$ cat src/rtl/flash_prog_ctrl.sv
module flash_prog_ctrl #(
  parameter int AW        = 8,
  parameter int WRITE_CYC = 20,
  parameter int ERASE_CYC = 50,
  parameter bit HV_PART   = 1'b1
) (
  input  logic          clk,
  input  logic          rst_n,
  input  logic [AW-1:0] addr,
  input  logic [7:0]    data_i,
  output logic [7:0]    data_o,
  output logic          data_oe,
  input  logic [3:0]    ctl,
  input  logic          prog_n,
  input  logic          pgm_en,
  output logic          rdy
);
  localparam int DEPTH = 1 << AW;
  localparam int WCW   = $clog2(WRITE_CYC + 1);
  localparam int ECW   = $clog2(ERASE_CYC + 1);
  localparam logic [1:0] OP_RD = 2'b00, OP_WR = 2'b01, OP_ER = 2'b10, OP_LK = 2'b11;

  logic [7:0]    mem [DEPTH];
  logic          busy, prog_q, wlock;
  logic [WCW-1:0] wcnt;
  logic [ECW-1:0] ecnt;
  logic [AW-1:0] wa;
  logic [7:0]    wv;
  logic [1:0]    wlk, lock;

  wire [1:0] op  = ctl[1:0];
  wire [1:0] aux = ctl[3:2];
  wire start    = prog_q & ~prog_n & pgm_en & ~busy & (op == OP_WR || op == OP_LK);
  wire erase_on = ~busy & pgm_en & ~prog_n & (op == OP_ER);
  wire erase_go = erase_on & (ecnt == ECW'(ERASE_CYC - 1));

  assign rdy = ~busy;

  always_ff @(posedge clk or negedge rst_n) begin
    if (!rst_n) begin
      for (int i = 0; i < DEPTH; i++) mem[i] <= 8'hFF;
      busy   <= 1'b0;
      prog_q <= 1'b1;
      wlock  <= 1'b0;
      wcnt   <= '0;
      ecnt   <= '0;
      wa     <= '0;
      wv     <= 8'hFF;
      wlk    <= 2'b00;
      lock   <= 2'b00;
    end else begin
      prog_q <= prog_n;
      if (erase_on) begin
        if (ecnt != ECW'(ERASE_CYC)) ecnt <= ecnt + 1'b1;
      end else begin
        ecnt <= '0;
      end
      if (erase_go) begin
        for (int i = 0; i < DEPTH; i++) mem[i] <= 8'hFF;
        lock <= 2'b00;
      end
      if (start) begin
        busy  <= 1'b1;
        wcnt  <= WCW'(WRITE_CYC - 1);
        wa    <= addr;
        wv    <= mem[addr] & data_i;
        wlock <= (op == OP_LK);
        wlk   <= aux;
      end else if (busy) begin
        if (wcnt == '0) begin
          busy <= 1'b0;
          if (wlock) lock <= lock | wlk;
          else       mem[wa] <= wv;
        end else begin
          wcnt <= wcnt - 1'b1;
        end
      end
    end
  end

  logic [7:0] sig;
  always_comb begin
    sig = 8'hFF;
    if (addr == AW'(8'h30)) sig = 8'h1E;
    else if (addr == AW'(8'h31)) sig = 8'h51;
    else if (addr == AW'(8'h32)) sig = HV_PART ? 8'hFF : 8'h05;
  end

  always_comb begin
    data_oe = 1'b0;
    data_o  = 8'h00;
    if (op == OP_RD) begin
      if (aux == 2'b11 && lock == 2'b00) begin
        data_oe = 1'b1;
        data_o  = (busy && !wlock && addr == wa) ? {~wv[7], wv[6:0]} : mem[addr];
      end else if (aux == 2'b00) begin
        data_oe = 1'b1;
        data_o  = sig;
      end
    end
  end
endmodule


$ cat config.mk
export PLATFORM = sky130hd
export DESIGN_NAME = flash_prog_ctrl
export DESIGN_NICKNAME = d
export VERILOG_FILES = /design/src/rtl/flash_prog_ctrl.sv
export SDC_FILE = /design/constraint.sdc
export NUM_CORES = 2
export LEC_CHECK = 0
export BUFFER_PORTS_ARGS = -buffer_cell sky130_fd_sc_hd__buf_4
export CAP_MARGIN = 20
export CORE_ASPECT_RATIO = 1.5
export CORE_MARGIN = 4
export CORE_UTILIZATION = 45
export DETAILED_ROUTE_END_ITERATION = 10
export HOLD_SLACK_MARGIN = 0.12
export SKIP_LAST_GASP = 1
export SLEW_MARGIN = 20
export SYNTH_ARGS = -nofsm -noshare
export SYNTH_HDL_FRONTEND = slang
export SYNTH_SLANG_ARGS = --single-unit
$ cat constraint.sdc
create_clock -name clk -period 5.1 [get_ports clk]
set_clock_uncertainty 0.05 [all_clocks]
set_input_delay 0.51 -clock clk [delete_from_list [all_inputs] [get_ports clk]]
set_output_delay 0.51 -clock clk [all_outputs]
set_load 0.1 [all_outputs]
Yosys cells after proc, flatten, opt, wreduce, memory -nomap -nowiden:

Cells that the tools add are included.

* flip-flop bits (word level): 2082
* bits of input ports: 24
* output and inout bits: 10
* logic and storage cells: 341

* add/subtract/negate cells: 2
* magnitude comparators: 3
* equality and inequality tests: 11
* multiplexer cells: 33
* bitwise logic cells: 15
* reductions and logical operators: 12

Operators by type and width (number)
* 2048-bit 2-to-1 mux: 5
* 2048-bit bitwise mux: 1
* 8-bit 2-to-1 mux: 9
* 8-bit binary-select mux with 8-bit select: 1
* 8-bit demux with 8-bit select: 1
* 9-bit >= comparator (second input constant): 2
* 8-bit NOT with 9-bit output: 2
* 8-bit by 6-bit equality test with 1-bit output (second input constant): 2
* 5-bit 2-to-1 mux: 3
* 6-bit 2-to-1 mux: 2
* 2-bit 2-to-1 mux: 5
* 9-bit by 1-bit less-than comparator with 1-bit output (second input constant): 1
* 1-bit bitwise AND: 8
* 8-bit bitwise AND: 1
* 8-bit equality test: 1
* 6-bit by 1-bit adder with 6-bit output (second input constant): 1
* 2-bit equality test (second input constant): 3
* 6-bit equality test (second input constant): 1
* 2-bit logical NOT: 3
* 1-bit 2-to-1 mux: 6
* 6-bit inequality test (second input constant): 1
* 5-bit logical NOT: 1
* 5-bit by 1-bit subtractor with 5-bit output (second input constant): 1
* 1-bit logical AND: 4
* other kinds (9): 11

Depth between registers and ports, before layout:

* word-level depth: 11
* mapped depth: 13
* gate-level depth less buffers: 8

Worst setup path after synthesis:

Ideal clock, no wire load.

* path kind: input to output
* from: in addr[0]
* to: out data_o[5]
* data arrival time: 4482 ps
* required time: 4540 ps
* path slack: 58 ps
* stages: 12
* buffers on the path: 6
* path through: buf_6 > buf_12 > buf_6 > buf_6 > buf_6 > buf_4 > nor3_1 > o311ai_0 > o211ai_1 > a22oi_1 > nor2_1 > o31ai_1

* word-level cells in the longest chain between the ends: 7
* elaborated cells on any way between the ends: 14
* classes of those cells: eq/ne: 3; mux: 9; bitwise: 1; reduce/logical: 1

Ends and longest elaborated chain
* start, declared: line 9 `input logic [AW-1:0] addr,`
* 8-bit NOT with 9-bit output (implied by the code): line 95 `data_o = (busy && !wlock && addr == wa) ? {~wv[7], wv[6:0]} : mem[addr];`
* 8-bit binary-select mux with 8-bit select: line 95
* 8-bit 2-to-1 mux (implied by the code) (2 in a row): line 95
* 8-bit 2-to-1 mux: line 95
* 8-bit 2-to-1 mux *: line 93 `if (aux == 2'b11 && lock == 2'b00) begin`
* 8-bit 2-to-1 mux *: line 92 `if (op == OP_RD) begin`
* end, declared: line 11 `output logic [7:0] data_o,`

Every way passes the cells marked *; elsewhere a longest branch is shown, timed or not. The select of a mux whose other input is x is not followed.

Worst setup path in the final report:

* from: in addr[1]
* to: out data_o[7]

Same word-level chain as after synthesis.

==> results.md <==
* Pre-antenna DRT Iters at 7
* Count of pins on the block boundary at 34
* TritonCTS Buffers at 207
* Multi-input gate area in the final layout at 43,480 um^2
* Crit. End Element: primary output
* Pin count of the biggest net entering global routing at 169
* Count leader, synth: sky130_fd_sc_hd__nor2_1
* Clock-pin slew on the worst setup and hold paths at 0.07 ns
* Number of rows created at floorplan at about 210
* Failing checks: negative setup slack
* Required time at the endpoint of the critical path at 4.54 ns
* Residual DRC at 0
* Kind of cell with the highest combined delay on the critical path: multiplexers
* Longest Clk Path Bufs at 4
* Result of the run: complete, but fails checks
* Worst Path Max Fanout at 27
* Count of distinct cell types in the synthesized netlist at 76
* Number of antenna violations at the first check in global routing at 37
* Die Y at 591.7 um
* WP buf/inv at 4
* Pin slew with the least headroom to its limit at 1.282 ns
* Total power density per cell area at roughly 330 nW/um^2
* Slowest cell on crit path: sky130_fd_sc_hd__mux2i_1
* Average footprint of a synthesized cell at 9.611 um^2
* Combinational Power Share at about an eighth
* Switching pwr at 11.03 mW
* Average wire per standard cell at 28.26 um
* Pins over their slew limit at 0
* Area enclosed by the die boundary at 235,000 um^2
* Global route total overflow at 0
* Wire length of the first global-routing pass at 560,900 um
* Cell type with the highest aggregate area in the netlist: sky130_fd_sc_hd__dfstp_2
* Cell area after layout at between 100,000 and 150,000 um^2
* Die outline width at 397.1 um
* Cell area reported after detailed placement at 106,300 um^2
* Warnings, synthesis at 0
* Filler cell count in the final layout at 20,590
* Count of mapped cells out of synthesis at 10,630
* Area share of the largest cell type after synthesis at 52.88%
* CTS tree: done
* Max frequency at 194.2 MHz
* Total wire length at 383,600 um
* RD Place Congestion at 1.011
* Share of power burned in the clock network at 41.5%
* Number of nets in the layout at 10,390
* Post-synth EDFFs at 0
* Worst Hold Class: in2reg
* Number of global-route vias before repair at 79,240
* Final setup viols at 1
* Worst Setup Slack, final at -0.04902 ns
* Portion of the clock cycle consumed by the worst path in the final layout at 101.0%
* Synth Register Bits at 2,082
* Reg area at 54,710 um^2
* Number of buffers added on ports at 33
* Kind of launch point of the worst setup path: input pin
* Arrival time of the worst setup path at 4.59 ns
* Asr flop ratio synth at 100.0%
* Clock sinks at approximately 2,100
* Vias after detailed routing at 82,370
* RSZ-0062 raised after global routing: no
* Final count of hold timing violations at 0
* Most instantiated cells after synthesis: 3,660 x sky130_fd_sc_hd__nor2_1, 2,057 x sky130_fd_sc_hd__dfstp_2, 1,848 x sky130_fd_sc_hd__a21oi_1, 580 x sky130_fd_sc_hd__clkbuf_1, 522 x sky130_fd_sc_hd__o21ai_0
* Internal cell power at 26.62 mW
* Starting utilization of the core area at 45.17%
* Maximum VDD drop at 0.2606 mV
* Cell at the root of the clock tree: sky130_fd_sc_hd__clkbuf_16
* Crit path kind: in2out
* Cell area after synthesis at 102,200 um^2
* Worst skew pair latency at 0.90 ns
* Crit path cell chain: buf_8, buf_4, mux4_2, mux2i_1, mux2i_1, o22ai_1, a21oi_1, a22oi_1, o211ai_1, buf_4, buf_4
* Switching power share of the total at between 20 and 30%
* Sequential share of the synthesized area at ~53%
* Max stage delay on crit path at 0.89 ns
* Via count normalized by instance count at 6.069
* Rel. slew slack at 14.32%
* Synthesized netlist net count at approximately 11,000
* Remaining antenna violation count at 0
* Synth area leaders: sky130_fd_sc_hd__dfstp_2 53%, sky130_fd_sc_hd__nor2_1 13%, sky130_fd_sc_hd__mux4_2 11%
* Proportion of layout cells with a drive suffix above 1 at 32.03%
* Minimum period implied by the final worst setup slack at between 5 and 6 ns
* Layout overhead on the synthesized area at 10.85%
* Max capacitance violation total at 0
* CP most frequent cell: sky130_fd_sc_hd__buf_4
* HPWL Detailed at 251,000 um
* Maximum level of the CTS H-tree at 4
* Aggregate global-route resource usage at 32.32%
* Top_reg_cell synth: sky130_fd_sc_hd__dfstp_2
* Power share of the sequential group at a little under half
* Leak Pwr at 45.83 nW
* Setup Buffers After CTS at 0
* Core area at between 200,000 and 250,000 um^2
* DP Worst Slack at -0.02291 ns
* DRC violation total after the first TritonRoute iteration at ~9,700
-- what timing repair did --
item,in CTS,in global routing
setup endpoints to repair,2,1
cloned,0,0
resized for setup,2,1
hold buffers,14,0
endpoints found under the hold margin,77,0
-- worst register-to-register path: cells and delay by family, from the launching register on --
family,cells,cell delay (ns)
AO/OA/AOI/OAI,1,0.06
buffers and inverters,1,0.27
flip-flops,1,0.50
AND/OR/NAND/NOR,5,2.83
-- cell type report --
type                            instances  area share, %
Clock buffer                          303          5.343
Clock inverter                         62         0.5886
Inverter                               18        0.06295
Sequential cell                      2082          48.28
Antenna cell                           27        0.05963
Tap cell                             3024          3.339
Timing Repair Buffer                  462          3.946
Multi-Input combinational cell       7594          38.38
-- worst paths after layout --
path,end,slack (ns),start,cells past startpoint
setup / recovery,data_o[7],-0.05,addr[1],11
hold / removal,ecnt[1],0.14,ctl[0],3
setup reg to reg,mem[1477],1.24,wa[1],7
hold reg to reg,wlk[0],0.43,wlk[0],2
max in group asynchronous,mem[789],3.05,rst_n,4
min in group asynchronous,mem[1952],0.52,rst_n,2
-- per-stage QoR --
| step | total power [mW] | util, % | setup TNS [ns] | std cells | hold WS [ns] |
|---|---|---|---|---|---|
| 3_3_place_gp | 21.96 | 46.96 | -0.6124 | 13160 | 0.4083 |
| 6_report | 37.65 | 50.08 | -0.04902 | 13570 | 0.1360 |
| 2_1_floorplan | 19.37 | - | 0 | 10630 | 0.1644 |
| 4_1_cts | 37.60 | 50.01 | 0 | 13540 | 0.1200 |
| 3_5_place_dp | 22.00 | 46.98 | -0.04385 | 13160 | 0.4173 |
| 5_1_grt | 38.49 | 50.05 | 0 | 13550 | 0.1447 |
-- metal layers --
layer / part of all wire [%] / global-route usage [%] / wire, um
met1: 36 / 39.35 / 138500
met2: 45 / 49.19 / 172900
met3: 9.8 / 8.731 / 37490
met4: 9.0 / 24.30 / 34450
met5: 0.059 / 0 / 225
-- state kept, by name (all words and copies together) (netlist names) --
name / flops
busy: 1
wlk: 2
mem: 2048
wa: 8
ecnt: 6
lock: 2
wv: 8
wlock: 1
prog_q: 1
wcnt: 5
-- placed cells by master, fill, tap and decap left out, drive strengths merged, types with 27 or more instances in the layout --
cell,netlist,final
nor2,3660,3660
dfstp,2057,2057
a21oi,1848,1848
o21ai,532,532
mux4,480,480
buf,360,448
nand2,398,398
clkbuf,580,303
mux2i,168,168
a22oi,95,95
nor3,63,63
nand3,58,58
clkinv,2,39
a221oi,28,28
diode,0,27
-- power groups by stage --
stage / clock, mW / combinational, mW / sequential (mW)
3_3_place_gp: 0 / 4.40 / 17.6
2_1_floorplan: 0 / 2.23 / 17.1
4_1_cts: 15.8 / 4.45 / 17.3
3_5_place_dp: 0 / 4.44 / 17.6
6_report: 15.6 / 4.66 / 17.4
5_1_grt: 16.4 / 4.71 / 17.4
-- cell families after synthesis --
logic type / share of synthesized area [%]
multiplexers: 12.26
flip-flops: 53.49
buffers and inverters: 4.231
adder cells (fa/ha/maj): 0.04897
AO/OA/AOI/OAI: 13.67
AND/OR/NAND/NOR: 16.18
XOR/XNOR: 0.1285
No activity file was read; power rests on OpenSTA's default activity.
